### config.mk
export PLATFORM = sky130hd
export DESIGN_NAME = one_slot_queue
export DESIGN_NICKNAME = d
export VERILOG_FILES = /design/src/rtl/osq_pkg.sv /design/src/rtl/osq_store.sv /design/src/rtl/osq_flag.sv /design/src/rtl/osq_gate.sv /design/src/rtl/one_slot_queue.sv
export SDC_FILE = /design/constraint.sdc
export NUM_CORES = 1
export LEC_CHECK = 0
export ABC_AREA = 1
export CAP_MARGIN = 10
export CORE_MARGIN = 1
export CORE_UTILIZATION = 45
export CTS_CLUSTER_DIAMETER = 30
export DETAILED_ROUTE_END_ITERATION = 12
export DONT_BUFFER_PORTS = 1
export PLACE_DENSITY_LB_ADDON = 0.05
export REMOVE_ABC_BUFFERS = 1
export SYNTH_ARGS = -nofsm -noshare
export SYNTH_HDL_FRONTEND = slang
export SYNTH_SLANG_ARGS = --single-unit
### constraint.sdc
create_clock -name clk -period 4.6 [get_ports clk]
set_clock_uncertainty 0.15 [all_clocks]
set_input_delay 0.46 -clock clk [delete_from_list [all_inputs] [get_ports clk]]
set_output_delay 0.46 -clock clk [all_outputs]
set_load 0.05 [all_outputs]
### src/rtl/osq_pkg.sv
package osq_pkg;
  typedef enum logic {
    OSQ_DRAIN_FIRST   = 1'b0,
    OSQ_FORWARD_FIRST = 1'b1
  } osq_mode_e;
endpackage

### src/rtl/osq_store.sv
module osq_store #(
  parameter int DATA_W = 32
) (
  input  logic              clk,
  input  logic              wr_en,
  input  logic [DATA_W-1:0] wr_data,
  output logic [DATA_W-1:0] rd_data
);
  logic [DATA_W-1:0] word_q;

  always_ff @(posedge clk) begin
    if (wr_en) word_q <= wr_data;
  end

  assign rd_data = word_q;
endmodule

### src/rtl/osq_flag.sv
module osq_flag
  import osq_pkg::*;
#(
  parameter osq_mode_e MODE = OSQ_DRAIN_FIRST
) (
  input  logic clk,
  input  logic rst,
  input  logic push_fire,
  input  logic pop_fire,
  output logic full_q
);
  logic full_d;

  generate
    if (MODE == OSQ_DRAIN_FIRST) begin : g_drain
      // pop ordered first, push wins the flag
      always_comb begin
        full_d = full_q;
        if (pop_fire)  full_d = 1'b0;
        if (push_fire) full_d = 1'b1;
      end
    end else begin : g_forward
      // push ordered first, pop wins the flag
      always_comb begin
        full_d = full_q;
        if (push_fire) full_d = 1'b1;
        if (pop_fire)  full_d = 1'b0;
      end
    end
  endgenerate

  always_ff @(posedge clk) begin
    if (rst) full_q <= 1'b0;
    else     full_q <= full_d;
  end
endmodule

### src/rtl/osq_gate.sv
module osq_gate
  import osq_pkg::*;
#(
  parameter int        DATA_W = 32,
  parameter osq_mode_e MODE   = OSQ_DRAIN_FIRST
) (
  input  logic              push_req,
  input  logic              pop_req,
  input  logic [DATA_W-1:0] push_data,
  input  logic              full_q,
  input  logic [DATA_W-1:0] stored,
  output logic              push_fire,
  output logic              pop_fire,
  output logic              space_rdy,
  output logic              data_rdy,
  output logic [DATA_W-1:0] head
);
  generate
    if (MODE == OSQ_DRAIN_FIRST) begin : g_drain
      assign data_rdy  = full_q;
      assign pop_fire  = pop_req & full_q;
      assign space_rdy = ~full_q | pop_fire;
      assign push_fire = push_req & space_rdy;
      assign head      = stored;
    end else begin : g_forward
      assign space_rdy = ~full_q;
      assign push_fire = push_req & ~full_q;
      assign data_rdy  = full_q | push_fire;
      assign pop_fire  = pop_req & data_rdy;
      assign head      = full_q ? stored : push_data;
    end
  endgenerate
endmodule

### src/rtl/one_slot_queue.sv
module one_slot_queue
  import osq_pkg::*;
#(
  parameter int        DATA_W = 32,
  parameter osq_mode_e MODE   = OSQ_DRAIN_FIRST
) (
  input  logic              clk,
  input  logic              rst,
  input  logic              push_i,
  input  logic [DATA_W-1:0] push_data_i,
  input  logic              pop_i,
  output logic [DATA_W-1:0] head_o,
  output logic              space_rdy_o,
  output logic              data_rdy_o
);
  logic              full_q;
  logic              push_fire;
  logic              pop_fire;
  logic [DATA_W-1:0] stored;

  osq_gate #(.DATA_W(DATA_W), .MODE(MODE)) u_gate (
    .push_req  (push_i),
    .pop_req   (pop_i),
    .push_data (push_data_i),
    .full_q    (full_q),
    .stored    (stored),
    .push_fire (push_fire),
    .pop_fire  (pop_fire),
    .space_rdy (space_rdy_o),
    .data_rdy  (data_rdy_o),
    .head      (head_o)
  );

  osq_flag #(.MODE(MODE)) u_flag (
    .clk       (clk),
    .rst       (rst),
    .push_fire (push_fire),
    .pop_fire  (pop_fire),
    .full_q    (full_q)
  );

  osq_store #(.DATA_W(DATA_W)) u_store (
    .clk     (clk),
    .wr_en   (push_fire),
    .wr_data (push_data_i),
    .rd_data (stored)
  );
endmodule

==> impl_metrics.yaml, run 1 <==
run_status:
  status: "complete, no violations"
finish:
  n_antenna_cell: 0
  final_core_utilization_pct: 54.0
  finalInstanceArea_um2: 1100
  layout.nets: 82
  footprint_of_the_multi_input_gates_um2: 23.8
  flip_flop_and_latch_area_um2: 981
  share_of_layout_cells_above_drive_strength_1_pct: 21.3
  fillerInstances: 167
  area_growth_pct: 9.31
global_route:
  grt_first_pass_wirelength_um: 1870
  number_of_global_route_vias_before_repair: 383
  grt.total_usage_pct: 11.6
  antenna_violations_before_repair: 0
  grt.overflow.total: 0
  grt_start_max_net_pins: 19
synth:
  synth_top_cell_area_share_pct: 95.3
  number_of_enable_flip_flop_cells_after_synthesis: 32
  yosysWarningCount: 0
  async_reset_ff_share_pct: 0
  syn_inst: 38
  post_synth_fa_ha_maj_area_fraction_pct: 0
  ys_types: 7
  synth_area_leader_cell: "sky130_fd_sc_hd__edfxtp_1"
  synth_most_common_cell: "sky130_fd_sc_hd__edfxtp_1"
  synthesis.area_per_instance_um2: 26.5
  ys.flop_type: "sky130_fd_sc_hd__edfxtp_1"
  synth.top_cells.by_area: "sky130_fd_sc_hd__edfxtp_1, sky130_fd_sc_hd__dfxtp_1, sky130_fd_sc_hd__a21oi_2, sky130_fd_sc_hd__nand2_2, sky130_fd_sc_hd__a21oi_1"
  synth_simple_gate_area_share_pct: 0.620
  sequential_fraction_of_the_synthesis_area_pct: 97.3
  dominant_combinational_cell_family_by_area_after_synthesis: "compound AO/OA/AOI/OAI gates"
  post_synth_instance_area_um2: 1010
  postSynthRegisterBits: 33
  muxShareOfSynthArea_pct: 0
  post_synth_xor_area_fraction_pct: 0
  synth_compound_gate_area_share_pct: 1.36
flow_run:
  drv.max_cap_violation_count: 0
critical_path:
  cp-end-kind: "register"
  worst-path-max-fanout: 18
  cp-start-kind: "register"
  cp.required_ps: 4450
  timing.setup.critical_path_class: "reg -> reg"
  buffers_and_inverters_on_the_worst_path: 1
  critical-path-max-stage-delay_ps: 640
  crit_family: "compound AO/OA/AOI/OAI gates"
  critPathSlowestCell: "sky130_fd_sc_hd__a21oi_2"
  critical_path_arrival_ps: 1820
  critical_path_cell_by_cell: "a21oi_2 > buf_4"
clock_network:
  cts_hold_buffers: 0
  cts.root.buffer_cell: "sky130_fd_sc_hd__clkbuf_4"
  insertion_delay_ps: 300
  postCtsSetupBuffers: 0
  clock_tree_from_tritoncts: "built"
  cts.reportedPaths.clkPinSlew_ps: 80
  cts_buffers: 5
  cts_htree_levels: 2
  cts.sink_count: 33
  post_cts.resized_instances: 0
  ctsLongestPathBuffers: 2
sta:
  timing.setup.tns_ps: 0
  final-max-slew-violation-count: 0
  post-route-min-period_ps: 1970
  worst-slew-pin-transition_ps: 699
  finalSetupViolations: 0
  final.period_utilization_pct: 42.9
  final_hold_violating_endpoints: 0
  hold-worst-slack_ps: 52.4
  grt_setup_unrepaired: "false"
  max_slew_margin_pct: 53.4
  fmax_ghz: 0.506
route:
  viasPerCell: 4.99
  wl_per_cell_um: 18.2
  dr.first_iter.drc_count: 3
  drc: 0
  routed-via-count: 369
  finalWirelength_um: 1350
  drtAntennaViolNets: 0
  drt_pre_antenna_iters: 3
floorplan:
  pin_count: 70
  floorplan.die.height_um: 49.3
  rows: 16
  floorplan.die_area_um2: 2430
  floorplan.die.width_um: 49.3
  initial_core_utilization_pct: 49.4
  floorplan.core_area_um2: 2040
place:
  estimated_wirelength_of_the_detail_placed_design_um: 1160
  weighted_congestion_at_the_end_of_routability_driven_global_placement: 0.664
  numPortBuffers: 0
  postPlaceCellArea_um2: 1050
power_and_ir_drop:
  pwr_density_cell_nw_per_um2: 510
  worst_ir_drop_vdd_v: 0.000296
  power.leakage_nw: 0.364
worst_hold_path:
  hold_path.class: "in -> reg"
flip-flops by register name (all words and copies together) (netlist names):
| signal | flops |
|---|---|
| u_flag.full_q | 1 |
| u_store.rd_data | 32 |
placed cells by master, fill, tap and decap left out, drive strengths merged:
cell / netlist / layout
buf: 0 / 1
a21oi: 2 / 2
edfxtp: 32 / 32
clkbuf: 0 / 8
dfxtp: 1 / 1
inv: 2 / 2
nand2: 1 / 1
layout make-up:
class                   count  area share (%)
multi-input cells           3            2.16
inverters                   2           0.681
flip-flops and latches     33            89.0
repair buffers              1           0.681
clock buffers               8            4.43
well taps                  27            3.06
routing by layer:
metal	track usage (%)	up-vias	wire, um
li1	-	163	-
met1	8.50	160	418
met2	21.9	43	791
met3	6.23	3	117
met4	7.35	0	21
met5	0	-	0
worst paths after layout:
path | endpoint | slack [ps] | depth (start not counted) | startpoint
worst max-delay path | u_store.rd_data[8] | 2630 | 2 | u_flag.full_q
worst min-delay path | u_flag.full_q | 50 | 1 | rst
worst min register to register | u_flag.full_q | 820 | 2 | u_flag.full_q
worst max register to register | u_store.rd_data[8] | 2630 | 2 | u_flag.full_q
per-stage QoR:
stage | power (mW) | instances | worst slack [ps]
floorplan | 0.431 | 38 | 1850
global placement | 0.435 | 66 | 2650
detailed placement | 0.436 | 66 | 2630
CTS | 0.570 | 74 | 2600
global route | 0.586 | 74 | 2440
finish | 0.563 | 74 | 2630
kinds of logic (layout without fill, tap and decap cells):
family          count (synthesis)  after routing
compound gates                  2              2
buf+inv                         2             11
simple gates                    1              1
flops                          33             33
where the power goes:
| part | switching (mW) | leakage (nW) | internal [mW] |
|---|---|---|---|
| Clock | 0.0734 | 0.0265 | 0.0608 |
| Combinational | 0.00874 | 0.0198 | 0.00171 |
| Sequential | 0.0658 | 0.318 | 0.352 |
| Total | 0.148 | 0.364 | 0.415 |
worst reg2reg max path, cell delays in order, from the launching register on:
cell and delay (ps):
sky130_fd_sc_hd__dfxtp_1 510, sky130_fd_sc_hd__a21oi_2 640, sky130_fd_sc_hd__buf_4 360
Note: power is estimated with default switching activity, not from simulation.
==> inputs of run 2 (changes only) <==
--- a/config.mk
+++ b/config.mk
@@ -5,7 +5,7 @@
 export SDC_FILE = /design/constraint.sdc
 export NUM_CORES = 1
 export LEC_CHECK = 0
-export ABC_AREA = 1
+export ABC_AREA = 0
 export CAP_MARGIN = 10
 export CORE_MARGIN = 1
 export CORE_UTILIZATION = 45
==> constraint.sdc (replaced) <==
create_clock -name clk -period 1.88 [get_ports clk]
set_clock_uncertainty 0.15 [all_clocks]
set_input_delay 0.188 -clock clk [delete_from_list [all_inputs] [get_ports clk]]
set_output_delay 0.188 -clock clk [all_outputs]
set_load 0.05 [all_outputs]
==> run 2 against run 1 <==
Largest power group unchanged; non-clock buffer count is 35 higher; routed wire length is 30% higher; critical path depth is 2 higher; sequential share of layout area is 22 points lower; power grew to 2.6 times the previous value; sequential power is 140% higher; highest routed layer unchanged; utilization is 17 points higher; first-iteration DRC count is 33% lower; synthesized cell count is 2.6% lower; cell area is 32% higher; die area is 0.71% higher; hold slack better by 130 ps.
==> impl_metrics.yaml, run 2 <==
synth:
  ys_types: 6
  post_synth_instance_area_um2: 1020
  sequential_fraction_of_the_synthesis_area_pct: 96.6
  synth_top_cell_area_share_pct: 94.6
  yosysWarningCount: 0
  ys.flop_type: "sky130_fd_sc_hd__edfxtp_1"
  postSynthRegisterBits: 33
  synthesis.area_per_instance_um2: 27.5
  async_reset_ff_share_pct: 0
  number_of_enable_flip_flop_cells_after_synthesis: 32
  synth_most_common_cell: "sky130_fd_sc_hd__edfxtp_1"
  synth.top_cells.by_area: "sky130_fd_sc_hd__edfxtp_1, sky130_fd_sc_hd__dfxtp_1, sky130_fd_sc_hd__nand2b_4, sky130_fd_sc_hd__a21oi_2, sky130_fd_sc_hd__and2_4"
  syn_inst: 37
  synth_area_leader_cell: "sky130_fd_sc_hd__edfxtp_1"
route:
  dr.first_iter.drc_count: 2
  viasPerCell: 4.71
  finalWirelength_um: 1750
  wl_per_cell_um: 16.2
  drc: 0
  routed-via-count: 509
  drtAntennaViolNets: 0
  drt_pre_antenna_iters: 4
floorplan:
  initial_core_utilization_pct: 49.8
  rows: 16
  floorplan.core_area_um2: 2040
  floorplan.die.width_um: 49.5
  floorplan.die_area_um2: 2450
  pin_count: 70
  floorplan.die.height_um: 49.5
clock_network:
  cts_htree_levels: 2
  cts_buffers: 5
  ctsLongestPathBuffers: 2
  cts.reportedPaths.clkPinSlew_ps: 90
  clock_tree_from_tritoncts: "built"
  post_cts.resized_instances: 0
  insertion_delay_ps: 310
  cts.root.buffer_cell: "sky130_fd_sc_hd__clkbuf_4"
  cts.sink_count: 33
  postCtsSetupBuffers: 0
  cts_hold_buffers: 34
critical_path:
  buffers_and_inverters_on_the_worst_path: 2
  cp-start-kind: "register"
  crit_family: "buffers and inverters"
  worst-path-max-fanout: 2
  critPathSlowestCell: "sky130_fd_sc_hd__dlygate4sd3_1"
  cp-end-kind: "register"
  critical-path-max-stage-delay_ps: 560
  cp.required_ps: 1990
  timing.setup.critical_path_class: "reg -> reg"
  startpoint: "u_flag.full_q"
  crit-reg2reg-launch: "u_flag.full_q"
  critical_path_cell_by_cell: "nand2b_4 > buf_4 > a21oi_2 > dlygate4sd3_1"
  critical_path_arrival_ps: 1680
power_and_ir_drop:
  netSwitchingPower_mw: 0.389
  pwr_density_cell_nw_per_um2: 999
  total_power_mw: 1.45
  switching_power_share_of_the_total_pct: 26.7
  power.clock.fraction_pct: 23.7
  cellInternalPower_mw: 1.06
  seq_power_share_pct: 70.0
  power.leakage_nw: 0.516
  worst_ir_drop_vdd_v: 0.000740
  comb_power_share_pct: 6.4
sta:
  final-max-slew-violation-count: 0
  grt_setup_unrepaired: "false"
  worst_slack_ps: 310
  timing.setup.tns_ps: 0
  finalSetupViolations: 0
  max_slew_margin_pct: 67.9
  post-route-min-period_ps: 1570
  hold-worst-slack_ps: 177
  final_hold_violating_endpoints: 0
  worst-slew-pin-transition_ps: 483
  final.period_utilization_pct: 83.5
  fmax_ghz: 0.637
global_route:
  grt.total_usage_pct: 15.2
  grt_start_max_net_pins: 33
  grt.overflow.total: 0
  number_of_global_route_vias_before_repair: 516
  grt_first_pass_wirelength_um: 2510
  antenna_violations_before_repair: 0
finish:
  final_core_utilization_pct: 71.2
  layoutNonFillerInstCount: 108
  highest_count_cells_in_the_layout_ignoring_fill_and_taps: "sky130_fd_sc_hd__dlygate4sd3_1, sky130_fd_sc_hd__edfxtp_1, sky130_fd_sc_hd__clkbuf_4"
  fillerInstances: 144
  largest_register_ff_count: 32
  layout.nets: 116
  share_of_layout_cells_above_drive_strength_1_pct: 12.3
  finalInstanceArea_um2: 1450
  n_antenna_cell: 0
  final_common_cell: "sky130_fd_sc_hd__dlygate4sd3_1"
  area_growth_pct: 43.1
place:
  postPlaceCellArea_um2: 1060
  weighted_congestion_at_the_end_of_routability_driven_global_placement: 0.626
  numPortBuffers: 0
  post-place-ws_ps: 577
  dp_cells: 66
flow_run:
  drv.max_cap_violation_count: 0
worst_hold_path:
  hold_path.class: "in -> reg"
  hold_start: "push_i"
run_status:
  status: "complete, no violations"
## run 2: cell types whose count changed after synthesis
cell / previous run / this run
sky130_fd_sc_hd__a21oi_1: 1 / 0
sky130_fd_sc_hd__and2_4: 0 / 1
sky130_fd_sc_hd__inv_2: 1 / 0
sky130_fd_sc_hd__nand2_2: 1 / 0
sky130_fd_sc_hd__nand2b_4: 0 / 1
## run 2: worst reg2reg max path: stages (launching register included)
cell and delay (ps):
sky130_fd_sc_hd__dfxtp_1 400, sky130_fd_sc_hd__nand2b_4 70, sky130_fd_sc_hd__buf_4 190, sky130_fd_sc_hd__a21oi_2 150
sky130_fd_sc_hd__dlygate4sd3_1 560
## run 2: logic make-up after synthesis
family / Yosys count / share of synthesized area (%)
flops: 33 / 96.6
simple gates: 2 / 2.22
compound gates: 1 / 0.862
buf+inv: 1 / 0.369
## run 2: path summary, 6_finish.rpt
kind	end	slack (ps)	cells past startpoint
setup / recovery	u_flag.full_q	310	4
hold / removal	u_store.rd_data[6]	180	1
hold reg to reg	u_store.rd_data[6]	810	2
setup reg to reg	u_flag.full_q	310	4
## run 2: power by group through the flow
| stage | Clock (mW) | Combinational (mW) | Sequential [mW] |
|---|---|---|---|
| after CTS | 0.353 | 0.0905 | 1.02 |
| after global routing | 0.396 | 0.0990 | 1.02 |
| after floorplan | 0 | 0.0219 | 1.03 |
| after detailed placement | 0 | 0.0345 | 1.03 |
| after global placement | 0 | 0.0328 | 1.03 |
| final | 0.344 | 0.0924 | 1.02 |
## run 2: cell type report
class                           count  area, um2  share of cell area (%)
Tap cell                           27       33.8                    2.32
Inverter                            1       3.75                   0.258
Clock buffer                        8       48.8                    3.36
Timing Repair Buffer               36        355                    24.4
Sequential cell                    33        981                    67.5
Multi-Input combinational cell      3       31.3                    2.15
## run 2: metal layers
| layer | vias to the layer above | routed length, um | global-route usage (%) |
|---|---|---|---|
| met2 | 45 | 925 | 26.0 |
| met4 | 0 | 14 | 7.14 |
| li1 | 230 | - | - |
| met3 | 2 | 168 | 8.02 |
| met5 | - | 0 | 0 |
| met1 | 232 | 639 | 15.1 |
==> inputs of run 3 (changes only) <==
==> constraint.sdc (replaced) <==
create_clock -name clk -period 1.34 [get_ports clk]
set_clock_uncertainty 0.15 [all_clocks]
set_input_delay 0.134 -clock clk [delete_from_list [all_inputs] [get_ports clk]]
set_output_delay 0.134 -clock clk [all_outputs]
set_load 0.05 [all_outputs]
==> run 3 against run 2 <==
Hold slack got worse by 120 ps; combinational power rose by 44%; first-iteration DRC count did not move; setup slack got worse by 240 ps; die area did not move; power rose by 41%; utilization rose by 0.43 points; critical path depth fell by 2; via count rose by 0.79%; largest cell class unchanged; highest routed layer unchanged.
==> impl_metrics.yaml, run 3 (synthesized netlist as in run 2, its figures left out) <==
global_route:
  grt.overflow.total: 0
  number_of_global_route_vias_before_repair: 524
  grt.total_usage_pct: 15.7
  antenna_violations_before_repair: 0
  grt_first_pass_wirelength_um: 2570
  grt_start_max_net_pins: 33
route:
  drtAntennaViolNets: 0
  dr.first_iter.drc_count: 2
  drc: 0
  wl_per_cell_um: 16.6
  drt_pre_antenna_iters: 2
  viasPerCell: 4.71
  routed-via-count: 513
  finalWirelength_um: 1810
flow_run:
  drv.max_cap_violation_count: 0
sta:
  final-max-slew-violation-count: 0
  worst-slew-pin-transition_ps: 485
  finalSetupViolations: 0
  timing.setup.tns_ps: 0
  grt_setup_unrepaired: "false"
  final.period_utilization_pct: 94.8
  worst_slack_ps: 69.8
  final_hold_violating_endpoints: 0
  max_slew_margin_pct: 67.7
  fmax_ghz: 0.787
  hold-worst-slack_ps: 61.1
  post-route-min-period_ps: 1270
floorplan:
  floorplan.core_area_um2: 2040
  floorplan.die.height_um: 49.5
  floorplan.die.width_um: 49.5
  rows: 16
  initial_core_utilization_pct: 49.8
  floorplan.die_area_um2: 2450
  pin_count: 70
critical_path:
  timing.setup.critical_path_class: "reg -> out"
  cp-end-kind: "output port"
  critical_path_arrival_ps: 990
  critical_path_cell_by_cell: "nand2b_4 > buf_4"
  cp.required_ps: 1060
  worst-path-max-fanout: 3
  crit-reg2reg-launch: "u_flag.full_q"
  startpoint: "u_flag.full_q"
  cp-start-kind: "register"
  critical-path-max-stage-delay_ps: 400
  critPathSlowestCell: "sky130_fd_sc_hd__dfxtp_1"
run_status:
  status: "complete, no violations"
power_and_ir_drop:
  comb_power_share_pct: 6.5
  pwr_density_cell_nw_per_um2: 1400
  total_power_mw: 2.04
  switching_power_share_of_the_total_pct: 26.8
  power.leakage_nw: 0.520
  netSwitchingPower_mw: 0.549
  power.clock.fraction_pct: 23.7
  worst_ir_drop_vdd_v: 0.00110
  seq_power_share_pct: 69.8
  cellInternalPower_mw: 1.50
clock_network:
  postCtsSetupBuffers: 0
  clock_tree_from_tritoncts: "built"
  insertion_delay_ps: 310
  cts_htree_levels: 2
  cts_buffers: 5
  cts.root.buffer_cell: "sky130_fd_sc_hd__clkbuf_4"
  cts.sink_count: 33
  cts.reportedPaths.clkPinSlew_ps: 90
  ctsLongestPathBuffers: 2
place:
  post-place-ws_ps: 37.4
  numPortBuffers: 0
  weighted_congestion_at_the_end_of_routability_driven_global_placement: 0.626
finish:
  n_antenna_cell: 0
  largest_register_ff_count: 32
  layout.nets: 117
  area_growth_pct: 44.0
  fillerInstances: 136
  final_common_cell: "sky130_fd_sc_hd__dlygate4sd3_1"
  highest_count_cells_in_the_layout_ignoring_fill_and_taps: "sky130_fd_sc_hd__dlygate4sd3_1, sky130_fd_sc_hd__edfxtp_1, sky130_fd_sc_hd__clkbuf_4"
  share_of_layout_cells_above_drive_strength_1_pct: 13.4
worst_hold_path:
  hold_start: "push_i"
  hold_path.class: "in -> reg"
-- run 3: layer usage --
layer | track usage, % | vias to the layer above | share of wire [%]
met4 | 7.14 | 0 | 0.77
met1 | 16.1 | 230 | 36
met2 | 26.7 | 47 | 54
met5 | 0 | - | 0
li1 | - | 234 | -
met3 | 7.72 | 2 | 9.2
-- run 3: worst paths after layout --
check                           cells past startpoint  slack, ps                  end
worst max-delay path                                2         70          space_rdy_o
worst min-delay path                                1         60  u_store.rd_data[14]
worst max register to register                      2        170   u_store.rd_data[7]
worst min register to register                      3        610        u_flag.full_q
-- run 3: final cells by class --
cell class | count | area [um2] | share of cell area [%]
sequential | 33 | 981 | 67.1
timing repair buffer | 36 | 355 | 24.3
clock buffer | 8 | 48.8 | 3.34
multi-input combinational | 4 | 40.0 | 2.74
tap | 27 | 33.8 | 2.31
inverter | 1 | 3.75 | 0.257
-- run 3: per-stage QoR --
stage / cell area [um2] / instances / util (%)
after global routing: 1460 / 109 / 71.6
after detailed placement: 1060 / 66 / 52.1
after CTS: 1450 / 108 / 71.2
after floorplan: 1020 / 37 / -
after global placement: 1060 / 66 / 52.1
final: 1460 / 109 / 71.6
-- run 3: what timing repair did --
| item | 4_1_cts | 5_1_grt |
|---|---|---|
| setup endpoints to repair | 0 | 32 |
| gates resized for setup | 0 | 1 |
| hold buffers | 34 | 0 |
| endpoints found under the hold margin | 33 | 0 |
-- run 3: power groups by stage --
stage	registers, mW	clock network [mW]	logic (mW)
floorplan	1.45	0	0.0307
global placement	1.45	0	0.0461
detailed placement	1.45	0	0.0484
CTS	1.43	0.496	0.127
global route	1.43	0.560	0.143
finish	1.43	0.485	0.133
-- run 3: critical path: cells and delay by family, from the launching register on --
kind,cells,cell delay (ps)
AND/OR/NAND/NOR,1,80
flip-flops,1,400
buffers and inverters,1,190
